===== src/rtl/apc_pkg.sv =====
package apc_pkg;
    typedef enum logic {
        PORT_OUT = 1'b0,
        PORT_IN  = 1'b1
    } member_state_e;
endpackage


===== src/rtl/apc_member_fsm.sv =====
module apc_member_fsm
    import apc_pkg::*;
(
    input  logic clk,
    input  logic rst,
    input  logic member_i,
    output logic joining_o
);
    member_state_e state_q, state_d;

    // state register
    always_ff @(posedge clk) begin
        if (rst) state_q <= PORT_OUT;
        else     state_q <= state_d;
    end

    // next state: admit / evict
    always_comb begin
        state_d = state_q;
        unique case (state_q)
            PORT_OUT: if (member_i)  state_d = PORT_IN;
            PORT_IN:  if (!member_i) state_d = PORT_OUT;
            default:  state_d = PORT_OUT;
        endcase
    end

    // outputs
    always_comb begin
        joining_o = (state_q == PORT_OUT) && member_i;
    end

    assert_in_needs_member_R1: assert property (@(posedge clk) disable iff (rst)
        (state_q == PORT_IN) |-> $past(member_i));
endmodule


===== src/rtl/apc_ds_lane.sv =====
module apc_ds_lane (
    input  logic clk,
    input  logic rst,
    input  logic member_i,
    input  logic joining_i,
    input  logic rx_l0s_i,
    input  logic tx_l0s_i,
    input  logic l1_i,
    input  logic us_member_i,
    input  logic us_rx_l0s_i,
    input  logic us_rx_wake_i,
    input  logic us_joining_i,
    input  logic us_l1_i,
    output logic rx_wake_o,
    output logic l0s_entry_ok_o,
    output logic l0s_exit_o,
    output logic l1_exit_o
);
    logic rx_q;
    logic exit_d, entry_d, l1x_d;

    always_ff @(posedge clk) begin
        if (rst) rx_q <= 1'b0;
        else     rx_q <= rx_l0s_i;
    end

    // receiver wake seen on an established member
    assign rx_wake_o = member_i && !joining_i && rx_q && !rx_l0s_i;

    always_comb begin
        exit_d  = member_i && us_member_i &&
                  (us_rx_wake_i ||
                   (!us_rx_l0s_i && tx_l0s_i && (joining_i || us_joining_i)));
        entry_d = member_i && us_member_i && us_rx_l0s_i && !exit_d;
        l1x_d   = us_member_i && joining_i && l1_i && !us_l1_i;
    end

    always_ff @(posedge clk) begin
        if (rst) begin
            l0s_entry_ok_o <= 1'b0;
            l0s_exit_o     <= 1'b0;
            l1_exit_o      <= 1'b0;
        end else begin
            l0s_entry_ok_o <= entry_d;
            l0s_exit_o     <= exit_d;
            l1_exit_o      <= l1x_d;
        end
    end

    assert_nonmember_quiet_R12: assert property (@(posedge clk) disable iff (rst)
        !$past(member_i) |-> !(l0s_entry_ok_o || l0s_exit_o || l1_exit_o));
    assert_l1_exit_on_join_R11: assert property (@(posedge clk) disable iff (rst)
        l1_exit_o |-> $past(joining_i && l1_i && !us_l1_i));
    assert_us_wake_fanout_R3: assert property (@(posedge clk) disable iff (rst)
        $past(us_rx_wake_i && member_i && us_member_i) |-> l0s_exit_o);
    assert_ds_exit_beats_entry_R13: assert property (@(posedge clk) disable iff (rst)
        !(l0s_exit_o && l0s_entry_ok_o));
endmodule


===== src/rtl/apc_us_ctrl.sv =====
module apc_us_ctrl #(
    parameter int NUM_DS = 4
) (
    input  logic              clk,
    input  logic              rst,
    input  logic              member_i,
    input  logic              joining_i,
    input  logic              rx_l0s_i,
    input  logic              tx_l0s_i,
    input  logic              l1_i,
    input  logic [NUM_DS-1:0] ds_member_i,
    input  logic [NUM_DS-1:0] ds_joining_i,
    input  logic [NUM_DS-1:0] ds_rx_l0s_i,
    input  logic [NUM_DS-1:0] ds_l1_i,
    input  logic [NUM_DS-1:0] ds_rx_wake_i,
    output logic              rx_wake_o,
    output logic              l0s_entry_ok_o,
    output logic              l0s_exit_o,
    output logic              l1_entry_ok_o,
    output logic              l1_exit_o
);
    logic rx_q;
    logic any_member, all_rx_l0s, all_l1;
    logic join_rx_l0, join_link_l0, member_rx_l0;
    logic exit_d, entry_d, l1x_d, l1e_d;

    always_ff @(posedge clk) begin
        if (rst) rx_q <= 1'b0;
        else     rx_q <= rx_l0s_i;
    end

    assign rx_wake_o = member_i && !joining_i && rx_q && !rx_l0s_i;

    always_comb begin
        any_member   = |ds_member_i;
        all_rx_l0s   = &(~ds_member_i | ds_rx_l0s_i);
        all_l1       = &(~ds_member_i | ds_l1_i);
        join_rx_l0   = |(ds_joining_i & ~ds_rx_l0s_i);
        join_link_l0 = |(ds_joining_i & ~ds_l1_i);
        member_rx_l0 = |(ds_member_i & ~ds_rx_l0s_i);

        exit_d  = member_i && ((|ds_rx_wake_i) ||
                               (tx_l0s_i && join_rx_l0) ||
                               (joining_i && tx_l0s_i && member_rx_l0));
        entry_d = member_i && any_member && all_rx_l0s && !exit_d;
        l1x_d   = member_i && l1_i && join_link_l0;
        l1e_d   = member_i && any_member && all_l1 && !l1x_d;
    end

    always_ff @(posedge clk) begin
        if (rst) begin
            l0s_entry_ok_o <= 1'b0;
            l0s_exit_o     <= 1'b0;
            l1_entry_ok_o  <= 1'b0;
            l1_exit_o      <= 1'b0;
        end else begin
            l0s_entry_ok_o <= entry_d;
            l0s_exit_o     <= exit_d;
            l1_entry_ok_o  <= l1e_d;
            l1_exit_o      <= l1x_d;
        end
    end

    assert_l1_entry_all_R9: assert property (@(posedge clk) disable iff (rst)
        l1_entry_ok_o |-> $past(member_i && (|ds_member_i) && (&(~ds_member_i | ds_l1_i))));
    assert_l0s_entry_all_R4: assert property (@(posedge clk) disable iff (rst)
        l0s_entry_ok_o |-> $past(member_i && (&(~ds_member_i | ds_rx_l0s_i))));
    assert_us_exit_beats_entry_R13: assert property (@(posedge clk) disable iff (rst)
        !(l0s_exit_o && l0s_entry_ok_o) && !(l1_exit_o && l1_entry_ok_o));
    assert_wake_to_us_exit_R2: assert property (@(posedge clk) disable iff (rst)
        $past(member_i && (|ds_rx_wake_i)) |-> l0s_exit_o);
endmodule


===== src/rtl/aspm_partition_coord.sv =====
module aspm_partition_coord #(
    parameter int NUM_DS = 4
) (
    input  logic              clk,
    input  logic              rst,
    input  logic              us_member,
    input  logic [NUM_DS-1:0] ds_member,
    input  logic              us_rx_l0s,
    input  logic              us_tx_l0s,
    input  logic              us_in_l1,
    input  logic [NUM_DS-1:0] ds_rx_l0s,
    input  logic [NUM_DS-1:0] ds_tx_l0s,
    input  logic [NUM_DS-1:0] ds_in_l1,
    output logic              us_l0s_entry_ok,
    output logic              us_l0s_exit_req,
    output logic              us_l1_entry_ok,
    output logic              us_l1_exit_req,
    output logic [NUM_DS-1:0] ds_l0s_entry_ok,
    output logic [NUM_DS-1:0] ds_l0s_exit_req,
    output logic [NUM_DS-1:0] ds_l1_exit_req
);
    localparam int LANES = NUM_DS;

    logic             us_joining;
    logic             us_rx_wake;
    logic [LANES-1:0] ds_joining;
    logic [LANES-1:0] ds_rx_wake;

    apc_member_fsm u_us_fsm (
        .clk       (clk),
        .rst       (rst),
        .member_i  (us_member),
        .joining_o (us_joining)
    );

    for (genvar g = 0; g < LANES; g++) begin : g_lane
        apc_member_fsm u_fsm (
            .clk       (clk),
            .rst       (rst),
            .member_i  (ds_member[g]),
            .joining_o (ds_joining[g])
        );

        apc_ds_lane u_lane (
            .clk            (clk),
            .rst            (rst),
            .member_i       (ds_member[g]),
            .joining_i      (ds_joining[g]),
            .rx_l0s_i       (ds_rx_l0s[g]),
            .tx_l0s_i       (ds_tx_l0s[g]),
            .l1_i           (ds_in_l1[g]),
            .us_member_i    (us_member),
            .us_rx_l0s_i    (us_rx_l0s),
            .us_rx_wake_i   (us_rx_wake),
            .us_joining_i   (us_joining),
            .us_l1_i        (us_in_l1),
            .rx_wake_o      (ds_rx_wake[g]),
            .l0s_entry_ok_o (ds_l0s_entry_ok[g]),
            .l0s_exit_o     (ds_l0s_exit_req[g]),
            .l1_exit_o      (ds_l1_exit_req[g])
        );
    end

    apc_us_ctrl #(.NUM_DS(LANES)) u_us (
        .clk            (clk),
        .rst            (rst),
        .member_i       (us_member),
        .joining_i      (us_joining),
        .rx_l0s_i       (us_rx_l0s),
        .tx_l0s_i       (us_tx_l0s),
        .l1_i           (us_in_l1),
        .ds_member_i    (ds_member),
        .ds_joining_i   (ds_joining),
        .ds_rx_l0s_i    (ds_rx_l0s),
        .ds_l1_i        (ds_in_l1),
        .ds_rx_wake_i   (ds_rx_wake),
        .rx_wake_o      (us_rx_wake),
        .l0s_entry_ok_o (us_l0s_entry_ok),
        .l0s_exit_o     (us_l0s_exit_req),
        .l1_entry_ok_o  (us_l1_entry_ok),
        .l1_exit_o      (us_l1_exit_req)
    );

    assert_no_us_member_quiet_R12: assert property (@(posedge clk) disable iff (rst)
        !$past(us_member) |-> !(us_l0s_entry_ok || us_l0s_exit_req || us_l1_entry_ok ||
                                us_l1_exit_req || (|ds_l0s_entry_ok) ||
                                (|ds_l0s_exit_req) || (|ds_l1_exit_req)));
endmodule


===== config.mk =====
export PLATFORM = sky130hd
export DESIGN_NAME = aspm_partition_coord
export DESIGN_NICKNAME = d
export VERILOG_FILES = /design/src/rtl/apc_pkg.sv /design/src/rtl/apc_member_fsm.sv /design/src/rtl/apc_ds_lane.sv /design/src/rtl/apc_us_ctrl.sv /design/src/rtl/aspm_partition_coord.sv
export SDC_FILE = /design/constraint.sdc
export NUM_CORES = 1
export LEC_CHECK = 0
export ABC_AREA = 1
export BUFFER_PORTS_ARGS = -buffer_cell sky130_fd_sc_hd__buf_2
export CAP_MARGIN = 25
export CORE_MARGIN = 4
export CORE_UTILIZATION = 45
export CTS_CLUSTER_DIAMETER = 100
export DETAILED_ROUTE_END_ITERATION = 10
export GPL_TIMING_DRIVEN = 0
export PLACE_DENSITY = 0.72
export SYNTH_ARGS = -nofsm -noshare
export SYNTH_HDL_FRONTEND = slang
export SYNTH_SLANG_ARGS = --single-unit

===== constraint.sdc =====
create_clock -name clk -period 2.9 [get_ports clk]
set_clock_uncertainty 0.2 [all_clocks]
set_input_delay 0.145 -clock clk [delete_from_list [all_inputs] [get_ports clk]]
set_output_delay 0.145 -clock clk [all_outputs]
set_load 0.01 [all_outputs]

Word level (Yosys, flattened, before mapping)
Cells that the tools add are included.

cells by class
  bitwise operators = 13
  mux-type cells = 5
  reductions and logical operators = 101

operators by type and width
  operator             count
  1-bit logical AND    67
  4-bit OR reduction   5
  1-bit zero test      17
  4-bit bitwise AND    3
  4-bit NOT            3
  1-bit logical OR     10
  4-bit bitwise OR     2
  4-bit AND reduction  2
  1-bit 2-to-1 mux     5
  1-bit NOT            5

word-level totals
  word-level logic and storage cells = 145
  bits in registers = 26

Longest topological paths before layout
  depth after elaboration = 12
  mapped depth = 8

By module
From an unflattened synthesis, not the netlist that was laid out.

unflattened totals
  cells, all modules = 172
  area total of the unflattened synthesis = 1208.7 µm²

by module, submodules not included
  module          area each (µm²)  times used  sequential area each (µm²)  cells each
  apc_ds_lane     176.4            4           80.1                        23
  apc_us_ctrl     346.6            1           100.1                       60
  apc_member_fsm  31.3             5           20.0                        4

Worst setup path before layout
Ideal clock, no wire load.

  path type = register -> register
  start = reg g_lane[1].u_fsm.state_q
  end = reg u_us.l0s_exit_o
  period minus slack after synthesis = 1045 ps
  stages on the path, launching flop included = 8
  path slack = 1855 ps
  library setup time = 109 ps
  buffers on the path = 0
  arrival = 736 ps
  path through = dfxtp_1 > inv_1 > nand3_1 > nand2_1 > o21ai_1 > nand3_1 > nand2_1 > inv_1

on the way
  longest elaborated chain between the ends = 10
  elaborated cells between the ends (all ways) = 13
  those cells by class = 2 x bitwise; 11 x reduce/logical

ends and longest elaborated chain
  what                            RTL line              source
  from (decl)                     apc_member_fsm.sv:9   member_state_e state_q, state_d;
  from (signal assigned)          apc_member_fsm.sv:14  else state_q <= state_d;
  1-bit NOT (*)                   apc_member_fsm.sv:29  joining_o = (state_q == PORT_OUT) && member_i;
  1-bit logical AND (*)           apc_member_fsm.sv:29
  1-bit zero test                 apc_ds_lane.sv:28     assign rx_wake_o = member_i && !joining_i && rx_q && !rx_l0s_i;
  1-bit logical AND (3 in a row)  apc_ds_lane.sv:28
  4-bit OR reduction              apc_us_ctrl.sv:42     exit_d = member_i && ((|ds_rx_wake_i) ||
  1-bit logical OR (*)            apc_us_ctrl.sv:42
  1-bit logical OR (*)            apc_us_ctrl.sv:43     (tx_l0s_i && join_rx_l0) ||
  1-bit logical AND (*)           apc_us_ctrl.sv:42
  to (signal assigned)            apc_us_ctrl.sv:58     l0s_exit_o <= exit_d;
  to (decl)                       apc_us_ctrl.sv:18     output logic l0s_exit_o,

Mark *: on every way between the ends. The rest lies on a longest branch, timed or not.
A chain may end at the register's enable or synchronous reset.

==> reports/metrics.cfg <==
[outcome]
status = completed

[setup_path]
worstPathArrival_ns = 2.00
setup.worst_path.end_class = register
path_max_fanout = 10
critPathLaunchType = input port
worstRegToRegCells = 6
required_ns = 2.97
timing.rr.start = g_lane[2].u_fsm.state_q$_SDFF_PP0_
timing.rr.end = g_lane[2].u_lane.l0s_exit_o$_SDFF_PP0_
critPathKind = input port to register
reg2reg_slack_ns = 1.18

[timing]
tightest_slew_ns = 0.263
setup_violations = 0
hold_violations = 0
fmax_ghz = 0.517
relSlewSlack = 0.823
whs_ns = 0.366
grt_setup_unrepaired = no
layout_worst_path_cycle_share = 0.667
finalSetupTns_ns = 0
final.min_clock_period_ns = 1.93
slew_violations = 0
final.setup.worst_slack_ns = 0.967

[floorplanning]
fp.dieW_um = 56.9
die_h_um = 56.9
dieArea_mm2 = 0.00323
fp-row-count = 17
core_mm2 = 0.00223
start_util = 0.481
ios = 38

[place]
gp_congestion = 0.861
dpl_worst_slack_ns = 1.74
portBuffers = 37
place_inst = 199
dp_hpwl_mm = 1.79

[cells_and_area]
final_cell_mix = buf_2 (38), dlygate4sd3_1 (29), dfxtp_1 (26)
final_common_cell = buf_2
area_growth_syn_to_layout_pct = 50.9
drive_above_1_share = 0.338
antenna_cells = 0
fin_nets = 227
fin_cells = 232

[clocking]
htree_num_levels = 1
cts_max_path_buffers = 2
clock_latency_ns = 0.32
path_clk_slew_ns = 0.13
ctsResizeCount = 0
clock-sinks = 26
cts_tree = done
post_cts_buffers = 0
cts-root-buf = clkbuf_4
cts_made_buffers = 3
cts_hold_buf = 29

[yosys]
ys_top_cells_by_area = dfxtp_1 (48%), buf_4 (8.4%), nand2_1 (7.7%)
syn_area_per_cell_um2 = 8.02
syn-cell-area_mm2 = 0.00107
syn-num-nets = 156
yosys_warnings = 0
ys_seq_elements = 26
syn_inst = 134
synth.distinct_cells = 21
yosysTopAreaCell = dfxtp_1
synth-seq-area-share = 0.484
yosysTopAreaCellShare = 0.484

[run]
drv_cap = 0

[drt]
route.detailed.drc = 0
routed.top_layer = met4
met3WireLength_um = 177
wl_met1_mm = 1.06
wl_met2_mm = 1.34
vias = 1080
ant_nets = 0
viasPerCell = 4.66
drt_iter0_markers = 24
totalWireLength_mm = 2.65
first_pass_iters = 4
routedWlPerCell_um = 11.4

[min_path]
worst_hold_startpoint = g_lane[3].u_fsm.state_q$_SDFF_PP0_
whs_path_depth = 3
min_to = g_lane[3].u_lane.l1_exit_o$_SDFF_PP0_
hold_path.class = register to register

[global_route]
grt_pass1_wl_mm = 4.60
grt_max_degree = 15
grtUsageTotal = 0.180
grt_pass1_vias = 1066
grt-ovfl-total = 0
antenna_found_initial = 0

[power_and_ir_drop]
cellLeakagePower_nw = 0.838
p_per_area_mw_per_mm2 = 412
peakVddDrop_mv = 0.318
power.total_mw = 0.669

==> stage by stage <==
step,utilization,area [um2]
2_1_floorplan,-,1070
3_3_place_gp,0.580,1290
3_5_place_dp,0.580,1290
4_1_cts,0.726,1620
5_1_grt,0.726,1620
6_report,0.726,1620
==> cells in the mapped netlist <==
| cell | count |
|---|---|
| a21oi_1 | 4 |
| buf_2 | 1 |
| buf_4 | 12 |
| clkinv_1 | 1 |
| dfxtp_1 | 26 |
| inv_1 | 14 |
| inv_2 | 5 |
| nand2_1 | 22 |
| nand2_2 | 1 |
| nand3_1 | 6 |
| nand4_1 | 4 |
| nand4_2 | 1 |
| nor2_1 | 19 |
| nor2_2 | 3 |
| nor2_4 | 2 |
| nor3_2 | 2 |
| nor3b_2 | 1 |
| o211ai_1 | 3 |
| o21ai_0 | 1 |
| o21ai_1 | 2 |
| o22ai_1 | 4 |
==> registers in the layout, indices dropped and copies added, names as in the netlist <==
register / flops
g_lane.u_fsm.state_q: 4
g_lane.u_lane.l0s_entry_ok_o: 4
g_lane.u_lane.l0s_exit_o: 4
g_lane.u_lane.l1_exit_o: 4
g_lane.u_lane.rx_q: 4
u_us.l0s_entry_ok_o: 1
u_us.l0s_exit_o: 1
u_us.l1_entry_ok_o: 1
u_us.l1_exit_o: 1
u_us.rx_q: 1
u_us_fsm.state_q: 1
==> kinds of logic after synthesis <==
logic type,count (synthesis),synth area share
simple gates,61,0.281
buf+inv,33,0.158
flops,26,0.484
compound gates,14,0.0768
==> layout make-up <==
type | instances | area, um2
timing repair buffer | 66 | 475
buffer | 13 | 95.1
tap | 28 | 35.0
fill | 176 | 612
multi-input combinational | 75 | 384
clock buffer | 4 | 36.3
sequential | 26 | 520
inverter | 20 | 75.1
==> worst max-delay path by stage <==
stage	endpoint	depth (start not counted)	startpoint
finish	g_lane[2].u_lane.l0s_exit_o$_SDFF_PP0_	7	rst
global route	g_lane[2].u_lane.l0s_exit_o$_SDFF_PP0_	7	rst
CTS	g_lane[2].u_lane.l0s_exit_o$_SDFF_PP0_	7	rst
detailed placement	u_us.l0s_exit_o$_SDFF_PP0_	7	g_lane[1].u_fsm.state_q$_SDFF_PP0_
global placement	u_us.l0s_exit_o$_SDFF_PP0_	7	g_lane[1].u_fsm.state_q$_SDFF_PP0_
floorplan	u_us.l0s_exit_o$_SDFF_PP0_	7	g_lane[1].u_fsm.state_q$_SDFF_PP0_
==> report_power, final <==
part | internal, mW | switching (mW)
sequential | 0.370 | 0.00497
clock | 0.0768 | 0.104
combinational | 0.0570 | 0.0565
total | 0.504 | 0.165
==> worst max-delay path, cell delays in order <==
cell and delay (ns):
dlygate4sd3_1 0.53, buf_2 0.14, buf_2 0.19, nor2_1 0.19
nand2_1 0.10, a21oi_1 0.13, dlygate4sd3_1 0.57
==> per-layer routing <==
layer	track usage	vias to the layer above
met5	0	-
met4	0.0894	0
met3	0.0276	10
met2	0.322	50
met1	0.206	468
li1	-	552
Power figures use the tool's default switching activity.
